**config.mk**
```make
export PLATFORM = sky130hd
export DESIGN_NAME = tw_prog_port
export DESIGN_NICKNAME = d
export VERILOG_FILES = /design/src/rtl/tw_pkg.sv /design/src/rtl/tw_front.sv /design/src/rtl/tw_decode.sv /design/src/rtl/tw_latch.sv /design/src/rtl/tw_rf_stage.sv /design/src/rtl/tw_prog_port.sv
export SDC_FILE = /design/constraint.sdc
export NUM_CORES = 1
export LEC_CHECK = 0
export ABC_AREA = 0
export BUFFER_PORTS_ARGS = -buffer_cell sky130_fd_sc_hd__clkbuf_2
export CAP_MARGIN = 5
export CORE_UTILIZATION = 35
export CTS_BUF_LIST = sky130_fd_sc_hd__clkbuf_16
export CTS_CLUSTER_DIAMETER = 200
export DETAILED_ROUTE_END_ITERATION = 8
export SLEW_MARGIN = 15
export SYNTH_ARGS = -nofsm -noshare
export SYNTH_HDL_FRONTEND = slang
export SYNTH_SLANG_ARGS = --single-unit
```
**constraint.sdc**
```tcl
create_clock -name clk -period 2 [get_ports clk]
set_input_delay 0 -clock clk [delete_from_list [all_inputs] [get_ports clk]]
set_output_delay 0 -clock clk [all_outputs]
set_load 0.02 [all_outputs]
```
**src/rtl/tw_pkg.sv**
```systemverilog
package tw_pkg;

  localparam int ADDR_W = 4;
  localparam int GAIN_W = 7;
  localparam int CTRL_W = 11;

  typedef enum logic [1:0] {
    DST_NONE = 2'd0,
    DST_RF   = 2'd1,
    DST_GAIN = 2'd2,
    DST_CTRL = 2'd3
  } dst_e;

  // Map a 4-bit address onto a destination latch; anything else is dropped.
  function automatic dst_e classify(input logic [ADDR_W-1:0] addr,
                                    input logic [ADDR_W-1:0] a_rf,
                                    input logic [ADDR_W-1:0] a_gain,
                                    input logic [ADDR_W-1:0] a_ctrl);
    dst_e d;
    if (addr == '0)          d = DST_NONE;
    else if (addr == a_rf)   d = DST_RF;
    else if (addr == a_gain) d = DST_GAIN;
    else if (addr == a_ctrl) d = DST_CTRL;
    else                     d = DST_NONE;
    return d;
  endfunction

endpackage

```
**src/rtl/tw_front.sv**
```systemverilog
module tw_front #(
  parameter int FRAME_W = 19
) (
  input  logic               clk,
  input  logic               rst_n,
  input  logic               ser_clk,
  input  logic               ser_data,
  input  logic               ser_en_n,
  output logic [FRAME_W-1:0] frame,
  output logic               shift_evt,
  output logic               en_rise,
  output logic               en_level
);
  // lane 0 = clock, lane 1 = data, lane 2 = enable (idles high)
  localparam int          LANES    = 3;
  localparam logic [2:0]  SYNC_RST = 3'b100;

  logic [LANES-1:0] raw;
  logic [LANES-1:0] meta_q;
  logic [LANES-1:0] sync_q;
  logic             clk_prev_q;
  logic             en_prev_q;

  assign raw = {ser_en_n, ser_data, ser_clk};

  for (genvar i = 0; i < LANES; i++) begin : g_sync
    always_ff @(posedge clk or negedge rst_n) begin
      if (!rst_n) begin
        meta_q[i] <= SYNC_RST[i];
        sync_q[i] <= SYNC_RST[i];
      end else begin
        meta_q[i] <= raw[i];
        sync_q[i] <= meta_q[i];
      end
    end
  end

  always_ff @(posedge clk or negedge rst_n) begin
    if (!rst_n) begin
      clk_prev_q <= 1'b0;
      en_prev_q  <= 1'b1;
    end else begin
      clk_prev_q <= sync_q[0];
      en_prev_q  <= sync_q[2];
    end
  end

  assign en_level  = sync_q[2];
  assign shift_evt = sync_q[0] & ~clk_prev_q & ~sync_q[2];
  assign en_rise   = sync_q[2] & ~en_prev_q;

  always_ff @(posedge clk or negedge rst_n) begin
    if (!rst_n) frame <= '0;
    else if (shift_evt) frame <= {frame[FRAME_W-2:0], sync_q[1]};
  end

endmodule

```
**src/rtl/tw_decode.sv**
```systemverilog
module tw_decode
  import tw_pkg::*;
#(
  parameter int               DATA_W = 15,
  parameter logic [ADDR_W-1:0] A_RF   = 4'b0011,
  parameter logic [ADDR_W-1:0] A_GAIN = 4'b0101,
  parameter logic [ADDR_W-1:0] A_CTRL = 4'b1001,
  localparam int              FRAME_W = DATA_W + ADDR_W
) (
  input  logic [FRAME_W-1:0] frame,
  input  logic               en_rise,
  output logic               load_pulse,
  output dst_e               load_dst,
  output logic [DATA_W-1:0]  load_data
);

  function automatic logic [ADDR_W-1:0] tail_addr(input logic [FRAME_W-1:0] f);
    return f[ADDR_W-1:0];
  endfunction

  function automatic logic [DATA_W-1:0] head_data(input logic [FRAME_W-1:0] f);
    return f[FRAME_W-1:ADDR_W];
  endfunction

  dst_e target;

  always_comb begin
    target     = classify(tail_addr(frame), A_RF, A_GAIN, A_CTRL);
    load_dst   = en_rise ? target : DST_NONE;
    load_pulse = en_rise && (target != DST_NONE);
    load_data  = head_data(frame);
  end

endmodule

```
**src/rtl/tw_latch.sv**
```systemverilog
module tw_latch #(
  parameter int           W      = 8,
  parameter logic [W-1:0] PRESET = '0
) (
  input  logic         clk,
  input  logic         rst_n,
  input  logic         we,
  input  logic [W-1:0] d,
  output logic [W-1:0] q
);
  always_ff @(posedge clk or negedge rst_n) begin
    if (!rst_n)  q <= PRESET;
    else if (we) q <= d;
  end
endmodule

```
**src/rtl/tw_rf_stage.sv**
```systemverilog
module tw_rf_stage #(
  parameter int           W      = 15,
  parameter logic [W-1:0] PRESET = '0
) (
  input  logic         clk,
  input  logic         rst_n,
  input  logic         we,
  input  logic [W-1:0] d,
  input  logic         div_safe,
  output logic         pend_valid,
  output logic [W-1:0] pend_word,
  output logic         commit,
  output logic [W-1:0] q
);
  assign commit = pend_valid & div_safe;

  always_ff @(posedge clk or negedge rst_n) begin
    if (!rst_n) begin
      pend_valid <= 1'b0;
      pend_word  <= PRESET;
      q          <= PRESET;
    end else begin
      if (commit) q <= pend_word;
      if (we) begin
        pend_word  <= d;
        pend_valid <= 1'b1;
      end else if (commit) begin
        pend_valid <= 1'b0;
      end
    end
  end
endmodule

```
**src/rtl/tw_prog_port.sv**
```systemverilog
module tw_prog_port
  import tw_pkg::*;
#(
  parameter int                 DATA_W      = 15,
  parameter logic [ADDR_W-1:0]  A_RF        = 4'b0011,
  parameter logic [ADDR_W-1:0]  A_GAIN      = 4'b0101,
  parameter logic [ADDR_W-1:0]  A_CTRL      = 4'b1001,
  parameter logic [DATA_W-1:0]  RF_PRESET   = 15'd9350,
  parameter logic [GAIN_W-1:0]  GAIN_PRESET = 7'b1_000000,
  parameter logic [CTRL_W-1:0]  CTRL_PRESET = '0
) (
  input  logic              clk,
  input  logic              rst_n,
  input  logic              ser_clk,
  input  logic              ser_data,
  input  logic              ser_en_n,
  input  logic              div_safe,
  output logic [DATA_W-1:0] rf_div_word,
  output logic [5:0]        gain_atten,
  output logic              lna_en,
  output logic [CTRL_W-1:0] ctrl_word
);
  localparam int FRAME_W = DATA_W + ADDR_W;

  // Named internal events, exposed for the bound checker
  logic [FRAME_W-1:0] frame;
  logic               shift_evt;
  logic               en_rise;
  logic               en_level;
  logic               load_pulse;
  dst_e               load_dst;
  logic [DATA_W-1:0]  load_data;
  logic               rf_pending;
  logic [DATA_W-1:0]  rf_pend_word;
  logic               rf_commit;
  logic [GAIN_W-1:0]  gain_q;

  tw_front #(.FRAME_W(FRAME_W)) u_front (
    .clk       (clk),
    .rst_n     (rst_n),
    .ser_clk   (ser_clk),
    .ser_data  (ser_data),
    .ser_en_n  (ser_en_n),
    .frame     (frame),
    .shift_evt (shift_evt),
    .en_rise   (en_rise),
    .en_level  (en_level)
  );

  tw_decode #(
    .DATA_W (DATA_W),
    .A_RF   (A_RF),
    .A_GAIN (A_GAIN),
    .A_CTRL (A_CTRL)
  ) u_decode (
    .frame      (frame),
    .en_rise    (en_rise),
    .load_pulse (load_pulse),
    .load_dst   (load_dst),
    .load_data  (load_data)
  );

  tw_rf_stage #(.W(DATA_W), .PRESET(RF_PRESET)) u_rf (
    .clk        (clk),
    .rst_n      (rst_n),
    .we         (load_pulse && load_dst == DST_RF),
    .d          (load_data),
    .div_safe   (div_safe),
    .pend_valid (rf_pending),
    .pend_word  (rf_pend_word),
    .commit     (rf_commit),
    .q          (rf_div_word)
  );

  tw_latch #(.W(GAIN_W), .PRESET(GAIN_PRESET)) u_gain (
    .clk   (clk),
    .rst_n (rst_n),
    .we    (load_pulse && load_dst == DST_GAIN),
    .d     (load_data[GAIN_W-1:0]),
    .q     (gain_q)
  );

  tw_latch #(.W(CTRL_W), .PRESET(CTRL_PRESET)) u_ctrl (
    .clk   (clk),
    .rst_n (rst_n),
    .we    (load_pulse && load_dst == DST_CTRL),
    .d     (load_data[CTRL_W-1:0]),
    .q     (ctrl_word)
  );

  assign gain_atten = gain_q[5:0];
  assign lna_en     = gain_q[6];

endmodule

```
==> results.toml <==
[clock_network]
numClockSinks = 76
clock-root-buffer = "sky130_fd_sc_hd__clkbuf_16"
clockBufferDepth = 2
post_cts_hold_buffer_count = 5
worstSkewPairLatency_ps = 320
postCtsSetupRepairBufs = 0
cts.repair.resized = 0
total_cts_buffers = 9
register_clock_pin_slew_on_the_reported_worst_setup_and_hold_paths_ps = 50
h_tree_levels = 3
cts_tree = "yes"

[timing]
fin_crit_ps = 1603
setup_ws_ps = 397.5
hold_viol = 0
finalSetupViolations = 0
rsz0062_at_grt = "no"
setup_tns_ps = 0
finalClockSkew_ps = 6.541
relSlewSlack = 0.7221
fmaxAchievable_ghz = 0.6240
maxSlewViolCount = 0
worst-slew-pin-transition_ps = 416.8
finalCritPeriodShare = 0.8013

[die]
std_cell_rows = 32
die-height_um = 91.79
fp.coreArea_um2 = 7767
floorplan.initialDensity = 0.3632
dieArea_um2 = 8424
floorplan.die.width_um = 91.79
num_io_pins = 39

[logic_synthesis]
gate_count_post_synth = 158
synth.avg_cell_area_um2 = 17.86
ys_warns = 0
seq_area_frac_synth = 0.6803
synth.cell_area_um2 = 2821
synth.distinct_cells = 15
mapped_nets = 164
synth_seq_cells = 76

[drt]
ant_nets = 0
drt_pass1_iterations = 2
vias_per_cell = 4.525
drc = 0
via_count = 1448
wl_per_cell_um = 14.24
totalWireLength_um = 4556
drt-initial-drc-count = 47

[cells_and_area]
final-instance-count-excl-fill = 320
fin_area_um2 = 3463
finalNetCount = 219
n_antenna_cell = 0
share_of_final_layout_standard_cells_stronger_than_drive_strength_1 = 0.6330
area_growth_pct = 22.75
n_fill_cell = 725
final_common_cell = "sky130_fd_sc_hd__dfrtp_1"
layout.cells.most_common_list = "sky130_fd_sc_hd__dfrtp_1 (62), sky130_fd_sc_hd__mux2_2 (58), sky130_fd_sc_hd__clkbuf_2 (37), sky130_fd_sc_hd__dfstp_2 (14)"

[worst_setup_path]
r2r_worst_path_depth = 4
crit_path_end_kind = "flip-flop"
crit-reg2reg-launch = "u_front.en_level$_DFF_PN1_"
r2r_setup_slack_ps = 400
start_kind = "flip-flop"
timing.critical_path.to = "u_rf.pend_word[14]$_DFFE_PN0P_"
worstSetupStartpoint = "u_front.en_level$_DFF_PN1_"
timing.critical_path.required_ps = 2210
r2r_end = "u_rf.pend_word[14]$_DFFE_PN0P_"
crit_arrival_ps = 1810
timing.critical_path.fanout_max = 16
timing_worst_setup_path_type = "flip-flop to flip-flop"

[pwr]
power_switching_uw = 880.8
power.share.sequential = 0.514
power.total_mw = 3.610
power_per_cell_area_nw_per_um2 = 1042
clockPowerShare = 0.379
vdd_ir_drop_max_mv = 0.6431
netSwitchingFraction = 0.2440
power_frac_comb = 0.106
static-leakage-power_nw = 1.772
internal_power_mw = 2.729

[place]
hpwl_um = 3034
pre_cts_slack_ps = 397.2
finalWeightedCongestion = 0.6623
placedInstanceArea_um2 = 3161
placedCellCount = 299
buffer_ports.inserted = 38

[global_route]
grt_max_degree = 47
globalRouteOverflowTotal = 0
grt_pass1_wl_um = 7527
vias_in_the_first_global_route = 1480
antenna_violations_before_repair = 0
grt.total_usage = 0.1190

[min_path]
min-delay-path-class = "input pin to async pin"

[job]
cap_violations = 0

[run_status]
status = "finished, final reports clean"
-- power groups by stage --
stage          Clock [mW]  Sequential, mW  Combinational, mW
6_report             1.37            1.86              0.384
5_1_grt              1.48            1.89              0.415
4_1_cts              1.42            1.86              0.393
3_5_place_dp            0            1.89              0.383
3_3_place_gp            0            1.88              0.374
2_1_floorplan           0            1.90              0.202
-- flip-flops by register name (all words and copies together), names as in the netlist --
name	count
u_front.clk_prev_q	1
u_gain.q	7
u_front.frame	19
u_rf.q	15
u_front.sync_q	2
u_front.en_prev_q	1
u_front.en_level	1
u_rf.pend_word	15
u_rf.pend_valid	1
u_ctrl.q	11
u_front.meta_q	3
-- cell usage after synthesis --
cell type	n	area, um^2
sky130_fd_sc_hd__nand3b_1	2	15.01
sky130_fd_sc_hd__buf_12	1	20.02
sky130_fd_sc_hd__inv_1	1	3.750
sky130_fd_sc_hd__buf_2	4	20.02
sky130_fd_sc_hd__o21ai_0	1	5.000
sky130_fd_sc_hd__or3_1	1	6.260
sky130_fd_sc_hd__buf_6	1	11.26
sky130_fd_sc_hd__and4bb_2	1	12.51
sky130_fd_sc_hd__nand2_1	1	3.750
sky130_fd_sc_hd__mux2_2	58	653.1
sky130_fd_sc_hd__dfrtp_1	62	1551
sky130_fd_sc_hd__nand4b_1	1	8.760
sky130_fd_sc_hd__dfstp_2	14	367.9
sky130_fd_sc_hd__nor3b_1	1	7.510
sky130_fd_sc_hd__mux2_4	9	135.1
-- layout make-up --
type | instances | area [um^2] | area share
Clock buffer | 9 | 225.2 | 0.06503
Clock inverter | 7 | 27.53 | 0.007948
Inverter | 1 | 3.754 | 0.001084
Multi-Input combinational cell | 75 | 852.1 | 0.2460
Sequential cell | 76 | 1919 | 0.5542
Tap cell | 102 | 127.6 | 0.03685
Timing Repair Buffer | 50 | 307.8 | 0.08887
-- layer usage --
layer / wire length (um) / track usage / vias up / share of wire
li1: - / - / 666 / -
met1: 2289 / 0.1595 / 745 / 0.50
met2: 2030 / 0.1711 / 33 / 0.45
met3: 181 / 0.04975 / 4 / 0.040
met4: 54 / 0.04688 / 0 / 0.012
met5: 0 / 0 / - / 0
-- worst max-delay path, cell delays in order (launching register included) --
cell and delay [ps]:
sky130_fd_sc_hd__dfstp_2 560, sky130_fd_sc_hd__nand4b_1 80, sky130_fd_sc_hd__or3_1 300, sky130_fd_sc_hd__buf_4 230, sky130_fd_sc_hd__mux2_4 310
-- stage by stage --
| step | utilization | hold WS (ps) |
|---|---|---|
| floorplan | - | -295.6 |
| global placement | 0.4069 | -36.29 |
| detailed placement | 0.4069 | -36.02 |
| CTS | 0.4459 | 158.5 |
| global route | 0.4459 | 188.4 |
| finish | 0.4459 | 155.6 |
-- cell families after synthesis --
| group | synth area share |
|---|---|
| multiplexers | 0.2794 |
| buffers and inverters | 0.01951 |
| AO/OA/AOI/OAI | 0.001772 |
| flip-flops | 0.6803 |
| AND/OR/NAND/NOR | 0.01907 |
-- how the worst min path moves through the flow --
stage / start / endpoint / slack [ps] / depth (start not counted)
after global routing: rst_n / u_rf.q[11]$_DFFE_PN0P_ / 190 / 2
final: rst_n / u_rf.q[11]$_DFFE_PN0P_ / 160 / 2
after floorplan: rst_n / u_ctrl.q[0]$_DFFE_PN0P_ / -300 / 0
after global placement: rst_n / u_rf.q[11]$_DFFE_PN0P_ / -40 / 1
after CTS: rst_n / u_front.frame[9]$_DFFE_PN0P_ / 160 / 2
after detailed placement: rst_n / u_rf.q[11]$_DFFE_PN0P_ / -40 / 1
Note: power is estimated with default switching activity, not from simulation.
